==> src/rtl/cursor_overlay.sv <==
module cursor_overlay #(
  parameter int CW        = 12,
  parameter int LUT_BYTES = 768
) (
  input  logic          clk,
  input  logic          rst_n,
  input  logic          wr_en,
  input  logic [8:0]    wr_addr,
  input  logic [7:0]    wr_data,
  input  logic          upl_start,
  input  logic          upl_valid,
  input  logic [7:0]    upl_byte,
  input  logic          pix_valid,
  input  logic [CW-1:0] pix_x,
  input  logic [CW-1:0] pix_y,
  input  logic [23:0]   pix_rgb,
  output logic          out_valid,
  output logic [23:0]   out_rgb
);
  localparam int TOTAL = LUT_BYTES + 256;
  localparam int UPW   = $clog2(TOTAL + 1);
  localparam logic [UPW-1:0] LUTC = UPW'(LUT_BYTES);
  localparam logic [UPW-1:0] LAST = UPW'(TOTAL - 1);

  logic [2:0]    ctl;
  logic [23:0]   c1, c2, caux;
  logic [4:0]    hot_x, hot_y;
  logic [CW-1:0] pos_x, pos_y;
  logic [7:0]    bmp [256];

  logic          ctl_en, ctl_mode, ctl_inb;
  assign ctl_en   = ctl[0];
  assign ctl_mode = ctl[1];
  assign ctl_inb  = ctl[2];

  logic reg_sel;
  assign reg_sel = wr_en && wr_addr[8] && (wr_addr[7:4] == 4'h0);

  always_ff @(posedge clk or negedge rst_n) begin
    if (!rst_n) begin
      ctl <= '0; c1 <= '0; c2 <= '0; caux <= '0;
      hot_x <= '0; hot_y <= '0; pos_x <= '0; pos_y <= '0;
    end else if (reg_sel) begin
      case (wr_addr[3:0])
        4'h0: ctl <= wr_data[2:0];
        4'h1: c1[23:16]   <= wr_data;
        4'h2: c1[15:8]    <= wr_data;
        4'h3: c1[7:0]     <= wr_data;
        4'h4: c2[23:16]   <= wr_data;
        4'h5: c2[15:8]    <= wr_data;
        4'h6: c2[7:0]     <= wr_data;
        4'h7: caux[23:16] <= wr_data;
        4'h8: caux[15:8]  <= wr_data;
        4'h9: caux[7:0]   <= wr_data;
        4'hA: hot_x <= wr_data[4:0];
        4'hB: hot_y <= wr_data[4:0];
        4'hC: pos_x[7:0]    <= wr_data;
        4'hD: pos_x[CW-1:8] <= wr_data[CW-9:0];
        4'hE: pos_y[7:0]    <= wr_data;
        default: pos_y[CW-1:8] <= wr_data[CW-9:0];
      endcase
    end
  end

  logic           upl_active;
  logic [UPW-1:0] upl_cnt;

  always_ff @(posedge clk or negedge rst_n) begin
    if (!rst_n) begin
      upl_active <= 1'b0;
      upl_cnt    <= '0;
    end else if (upl_start && ctl_inb) begin
      upl_active <= 1'b1;
      upl_cnt    <= '0;
    end else if (upl_active && upl_valid) begin
      upl_cnt <= upl_cnt + 1'b1;
      if (upl_cnt == LAST) upl_active <= 1'b0;
    end
  end

  logic       upl_we, bm_we;
  logic [7:0] bm_wa, bm_wd;
  assign upl_we = upl_active && upl_valid && (upl_cnt >= LUTC);
  assign bm_we  = (wr_en && !wr_addr[8]) || upl_we;
  assign bm_wa  = (wr_en && !wr_addr[8]) ? wr_addr[7:0] : 8'(upl_cnt - LUTC);
  assign bm_wd  = (wr_en && !wr_addr[8]) ? wr_data : upl_byte;

  always_ff @(posedge clk) begin
    if (bm_we) bmp[bm_wa] <= bm_wd;
  end

  logic [CW-1:0] px_eff, py_eff;
  logic [CW+1:0] dx, dy;
  logic          hit;
  logic [7:0]    cur_byte;
  logic [1:0]    code;

  assign px_eff = (pos_x < CW'(hot_x)) ? CW'(hot_x) : pos_x;
  assign py_eff = (pos_y < CW'(hot_y)) ? CW'(hot_y) : pos_y;
  assign dx  = {2'b00, pix_x} + (CW+2)'(hot_x) - {2'b00, px_eff};
  assign dy  = {2'b00, pix_y} + (CW+2)'(hot_y) - {2'b00, py_eff};
  assign hit = (dx[CW+1:5] == '0) && (dy[CW+1:5] == '0);
  assign cur_byte = bmp[{dy[4:0], dx[4:2]}];
  assign code = cur_byte[{dx[1:0], 1'b0} +: 2];

  logic [23:0] mix;
  always_comb begin
    mix = pix_rgb;
    if (ctl_en && hit) begin
      case (code)
        2'b00:   mix = c2;
        2'b01:   mix = c1;
        2'b10:   mix = pix_rgb;
        default: mix = ctl_mode ? caux : ~pix_rgb;
      endcase
    end
  end

  always_ff @(posedge clk or negedge rst_n) begin
    if (!rst_n) begin
      out_valid <= 1'b0;
      out_rgb   <= '0;
    end else begin
      out_valid <= pix_valid;
      if (pix_valid) out_rgb <= mix;
    end
  end
endmodule


==> config.mk <==
export PLATFORM = sky130hd
export DESIGN_NAME = cursor_overlay
export DESIGN_NICKNAME = d
export VERILOG_FILES = /design/src/rtl/cursor_overlay.sv
export SDC_FILE = /design/constraint.sdc
export NUM_CORES = 2
export LEC_CHECK = 0
export ABC_CLOCK_PERIOD_IN_PS = 10900
export BUFFER_PORTS_ARGS = -buffer_cell sky130_fd_sc_hd__clkbuf_2
export CAP_MARGIN = 20
export CORE_ASPECT_RATIO = 1.2
export CORE_MARGIN = 4
export CORE_UTILIZATION = 35
export CTS_CLUSTER_SIZE = 40
export DETAILED_ROUTE_END_ITERATION = 10
export PLACE_DENSITY = 0.55
export SYNTH_ARGS = -nofsm -noshare
export SYNTH_HDL_FRONTEND = slang
export SYNTH_SLANG_ARGS = --single-unit
==> constraint.sdc <==
create_clock -name clk -period 10.9 [get_ports clk]
set_clock_uncertainty 0.15 [all_clocks]
set_input_delay 0.545 -clock clk [delete_from_list [all_inputs] [get_ports clk]]
set_output_delay 0.545 -clock clk [all_outputs]
set_load 0.05 [all_outputs]
Word-level counts from Yosys, hierarchy flattened --
Memories as Yosys holds them, arrays and structs flattened. Index checks and enable logic that the tools add are counted.
Operators by class: $add $sub $neg 6, magnitude comparators 3, bitwise logic cells 2, mux-type cells 14, equality and inequality tests 17, shift operators 1, reduce and logical (&&, ||, !) cells 35
Operators with widths (count):
- 24-bit one-hot mux with 3 select lines | 1
- 24-bit 2-to-1 mux | 2
- 2-bit AND reduction | 17
- 4-bit == test, second input constant | 7
- 13-bit by 12-bit subtractor with 14-bit output | 2
- 12-bit by 5-bit adder with 13-bit output | 2
- 12-bit by 5-bit less-than comparator with 1-bit output | 2
- 12-bit 2-to-1 mux | 2
- 24-bit inverter | 1
- 11-bit 2-to-1 mux | 2
- 9-bit logical NOT | 2
- 4-bit by 3-bit == test with 1-bit output, second input constant | 4
- 8-bit 2-to-1 mux | 2
- 15-bit OR reduction | 1
- 11-bit by 1-bit adder with 11-bit output, second input constant | 1
- 11-bit by 10-bit == test with 1-bit output, second input constant | 1
- 11-bit by 10-bit greater-or-equal comparator with 1-bit output, second input constant | 1
- 4-bit by 2-bit == test with 1-bit output, second input constant | 2
- 1-bit logical AND | 8
- 4-bit logical NOT | 2
- 8-bit by 4-bit variable part select with 2-bit output | 1
- 8-bit by 1-bit subtractor with 8-bit output, second input constant | 1
- 1-bit 2-to-1 mux | 5
- 4-bit by 1-bit == test with 1-bit output, second input constant | 1
- other kinds (7) | 8
Storage, ports and cells: bits of input ports 79, output and inout port bits 25, memories kept 1, register bits 146, logic and storage cells 99, RAM bits 2048
Memories:
- bmp | words 256, width 8, rd ports 1, clocked after memory_dff 0, write ports 1, line 29 | logic [7:0] bmp [256];

Logic depth before layout (Yosys ltp) --
An unclocked memory read counts as a cell.
word-level depth 8, gate-level depth with buffers 37

Worst setup path before layout --
OpenSTA, ideal clock, no wires.
path type flip-flop to flip-flop, start point reg hot_x[1], end point reg out_rgb[10], setup time 0.123 ns, path buffers 7, data required time 10.627 ns, setup slack 4.542 ns, data arrival time 6.086 ns, stages on the path, launching flop included 35, path through dfrtp_1 inv_1 ha_1 o21ai_0 nand2b_1 a21oi_1 nor2b_1 o21ai_0 nand3_1 nand2_1 o21ai_0 ha_1 inv_1 ha_1 inv_1 fa_1 buf_2 nand2b_1 a21o_1 buf_2 xnor2_2 buf_2 buf_2 buf_2 mux4_2 a221oi_1 nor2_1 nor3_1 nor4_1 or4b_1 buf_2 nor3_4 buf_2 a21oi_1 o221a_2
On the way: word-level cells in the longest chain between the ends 8, elaborated cells on any way between the ends 14, those cells by class add/sub (2); order compare (1); eq/ne (2); shift (1); mux (3); reduce/logical (4); memory (1)
Ends and longest elaborated chain:
- start, declared | line 27 | logic [4:0] hot_x, hot_y;
- start signal, assigned | line 55 | 4'hA: hot_x <= wr_data[4:0];
- 12-bit by 5-bit less-than comparator with 1-bit output | line 98 | assign px_eff = (pos_x < CW'(hot_x)) ? CW'(hot_x) : pos_x;
- 12-bit 2-to-1 mux | line 98
- 13-bit by 12-bit subtractor with 14-bit output * | line 100 | assign dx = {2'b00, pix_x} + (CW+2)'(hot_x) - {2'b00, px_eff};
- memory read 256 x 8 bit
- 8-bit by 4-bit variable part select with 2-bit output | line 104 | assign code = cur_byte[{dx[1:0], 1'b0} +: 2];
- 2-bit == test, or another cell as far along | line 110 | case (code)
- 24-bit one-hot mux with 3 select lines | line 110
- 24-bit 2-to-1 mux * | line 109 | if (ctl_en && hit) begin
- end signal, assigned | line 125 | if (pix_valid) out_rgb <= mix;
- end, declared | line 18 | output logic [23:0] out_rgb
Mark *: on every way between the ends. The rest lies on a longest branch, timed or not. A chain may end at the register's enable or synchronous reset.

Worst setup path after layout --
start point reg hot_x[1], end point reg out_rgb[21]
Same word-level chain as after synthesis.

==> impl_metrics.toml <==
[yosys]
synth_cell_type_count = 86
yosysSeqAreaShare = 0.727
synth_warnings = 0
synth_nets = 6014
yosys_most_used_dff = "sky130_fd_sc_hd__edfxtp_1"
synth_edf_count = 2048
yosys_register_bits = 2194
synthCells = 5873
yosys.area.top_type = "sky130_fd_sc_hd__edfxtp_1"
synthTopCellsByArea = "sky130_fd_sc_hd__edfxtp_1 (69%), sky130_fd_sc_hd__mux4_2 (5.0%), sky130_fd_sc_hd__dfrtp_1 (4.1%), sky130_fd_sc_hd__nand2_1 (3.5%), sky130_fd_sc_hd__mux2i_1 (2.3%)"
synth_async_sr_flop_share = 0.0665
mappedNetlistArea_um2 = 89700
synth_top_cell_area_share = 0.686
mean_cell_area_of_the_mapped_netlist_um2 = 15.3

[drt]
vias = 55800
routed_wirelength_um = 310000
drt_initial_violations = 7208
wl_per_cell_um = 32.2
final_antenna_net_count = 0
count_of_tritonroute_iterations_in_the_first_routing_pass = 6
vias_per_cell = 5.80
post-route-drc-count = 0

[sta]
max_freq_mhz = 103
finalCritPeriodShare = 0.887
timing.final.ws_setup_ns = 1.23
hold_violations = 0
timing_max_transition_violations_final = 0
slew_headroom = 0.179
post-route-min-period_ns = 9.67
worstMarginPinSlew_ns = 1.23
setup_violating_endpoint_count_in_the_final_report = 0
fin_tns_setup_ns = 0
grt_setup_unrepaired = "false"

[setup_path]
reg2regPathDepth = 28
cpPeakStageDelay_ns = 0.93
crit_type = "flip-flop to flip-flop"
crit_path_max_fanout = 57
path_delay_family = "simple AND/OR/NAND/NOR gates"
timing.critical_path.arrival_ns = 10.30
critical-path-top-cell-by-count = "sky130_fd_sc_hd__o21ai_0"
worstSetupStartpointType = "flip-flop"
timing.critical_path.required_ns = 11.53
worst_r2r_startpoint = "hot_x[1]"
worstSetupEndpointType = "flip-flop"
critPathBufInv = 4
crit_path_top_delay_cell = "sky130_fd_sc_hd__nor2_4"
reg_to_reg_slack_setup_ns = 1.23
regToRegEndpoint = "out_rgb[21]"

[floorplanning]
initial_core_util = 0.352
ios = 104
die-area_um2 = 264000
die_boundary_height_um = 562
core.rowCount = 203
dieWidth_um = 470
design.core.area_um2 = 255000

[power_and_ir_drop]
power.switching_fraction = 0.289
combinationalPowerShare = 0.179
p_clk_frac = 0.360
power_frac_seq = 0.461
vdd.ir_drop.worst_v = 0.000140
static-leakage-power_nw = 33.8
power.internal_mw = 14.4
p_sw_mw = 5.85
pwr_density_cell_nw_per_um2 = 199

[clock_network]
numClockSinks = 2194
cts.reportedPaths.clkPinSlew_ns = 0.06
worstSkewPairLatency_ns = 0.89
numCtsBuffers = 217
clock_tree.buffer_depth = 4
cts_tree = "yes"
cts_htree_levels = 4
clock_tree.root_cell = "sky130_fd_sc_hd__clkbuf_16"
post-cts-setup-buffer-count = 0

[grt]
grt_usage = 0.228
first_pass_grt_wire_length_um = 431000
global_route.overflow_total = 0
via_count_of_the_first_global_routing_pass = 54000
number_of_antenna_violations_at_the_first_check_in_global_routing = 11
grt_start_max_net_pins = 103

[cells_and_area]
layout-drive-gt1-share = 0.160
fin_nets = 6200
layout_common_cells = "sky130_fd_sc_hd__edfxtp_1 (2,048), sky130_fd_sc_hd__nand2_1 (835), sky130_fd_sc_hd__nor2_1 (438)"
flow.area_growth_from_synthesis_pct = 13.6
layout_commonest_cell = "sky130_fd_sc_hd__edfxtp_1"
utilization = 0.399

[outcome]
result_of_the_run = "finished, final reports clean"

[placement]
numPortBuffers = 103
detailedPlace.worstSlack_ns = 1.65
post-dp-hpwl_um = 195000
gpl.final_weighted_congestion = 0.902

[hold_path]
hold_path.class = "input pin to async pin"

[job]
drv_cap = 0
## layout make-up
type	instances	area, um^2
Sequential cell	2194	65200
Tap cell	3382	4230
Clock buffer	266	5650
Multi-Input combinational cell	3241	22800
Antenna cell	10	25.0
Timing Repair Buffer	322	2620
Clock inverter	117	1040
Fill cell	23400	153000
Inverter	83	312
## flip-flops by register name (all words and copies together) (netlist names)
name,count
c2,24
hot_y,5
upl_cnt,11
hot_x,5
upl_active,1
ctl,3
out_rgb,24
c1,24
out_valid,1
caux,24
pos_y,12
bmp,2048
pos_x,12
## worst max-delay path by stage
| stage | start | to | slack (ns) | cells after the start |
|---|---|---|---|---|
| 2_1_floorplan | hot_x[1] | out_rgb[10] | 4.54 | 34 |
| 3_3_place_gp | hot_x[1] | out_rgb[21] | 1.54 | 28 |
| 3_5_place_dp | hot_x[1] | out_rgb[18] | 1.65 | 26 |
| 4_1_cts | hot_x[1] | out_rgb[21] | 1.58 | 26 |
| 5_1_grt | hot_x[1] | out_rgb[10] | 0.92 | 26 |
| 6_report | hot_x[1] | out_rgb[21] | 1.23 | 28 |
## cell usage after synthesis, drive strengths merged, types with 51 or more instances
| cell type | number |
|---|---|
| a21oi | 194 |
| dfrtp | 146 |
| a32oi | 87 |
| edfxtp | 2048 |
| mux4 | 200 |
| mux2 | 121 |
| a31oi | 63 |
| o22ai | 51 |
| inv | 83 |
| nand4 | 57 |
| buf | 184 |
| o21ai | 90 |
| nand2 | 850 |
| clkbuf | 171 |
| nor2 | 456 |
| a211oi | 71 |
| nand3 | 236 |
| mux2i | 209 |
## routing by layer
metal | track usage | vias up | part of all wire
li1 | - | 23000 | -
met1 | 0.285 | 29000 | 0.37
met2 | 0.369 | 3051 | 0.47
met3 | 0.0465 | 754 | 0.091
met4 | 0.137 | 14 | 0.070
met5 | 0 | - | 0.00039
## what timing repair did
item,4_1_cts,5_1_grt
endpoints found under the setup margin,0,0
hold buffers,28,0
resized for setup,0,0
hold endpoints to repair,97,0
## metrics by stage
step | hold slack, ns | cell area, um^2 | power (mW) | std cells
after floorplan | 0.0994 | 89700 | 11.5 | 5873
after global placement | 0.338 | 94700 | 13.0 | 9181
after detailed placement | 0.343 | 94700 | 13.1 | 9187
after CTS | 0.0401 | 102000 | 20.2 | 9598
after global routing | 0.0889 | 102000 | 20.7 | 9609
final | 0.0946 | 102000 | 20.2 | 9615
## power by group through the flow
stage | Sequential (mW) | Combinational [mW] | Clock, mW
after global placement | 9.52 | 3.52 | 0
after detailed placement | 9.52 | 3.54 | 0
after floorplan | 9.60 | 1.92 | 0
final | 9.34 | 3.62 | 7.28
after CTS | 9.34 | 3.56 | 7.34
after global routing | 9.34 | 3.72 | 7.68
## cell families after synthesis
family                   Yosys count  share of synthesized area
XOR/XNOR                          30                    0.00310
buffers and inverters            438                     0.0225
multiplexers                     530                     0.0888
AO/OA/AOI/OAI                    802                     0.0620
adder cells (fa/ha/maj)           62                    0.00966
AND/OR/NAND/NOR                 1817                     0.0874
flip-flops                      2194                      0.727
## worst reg2reg max path: cells and delay by family, from the launching register on
kind	cells	cell delay (ns)
flops	1	0.37
simple gates	10	3.38
mux	1	0.65
fa+ha+maj	3	1.08
buf+inv	4	0.96
compound gates	10	2.97
No activity file was read; power rests on OpenSTA's default activity.
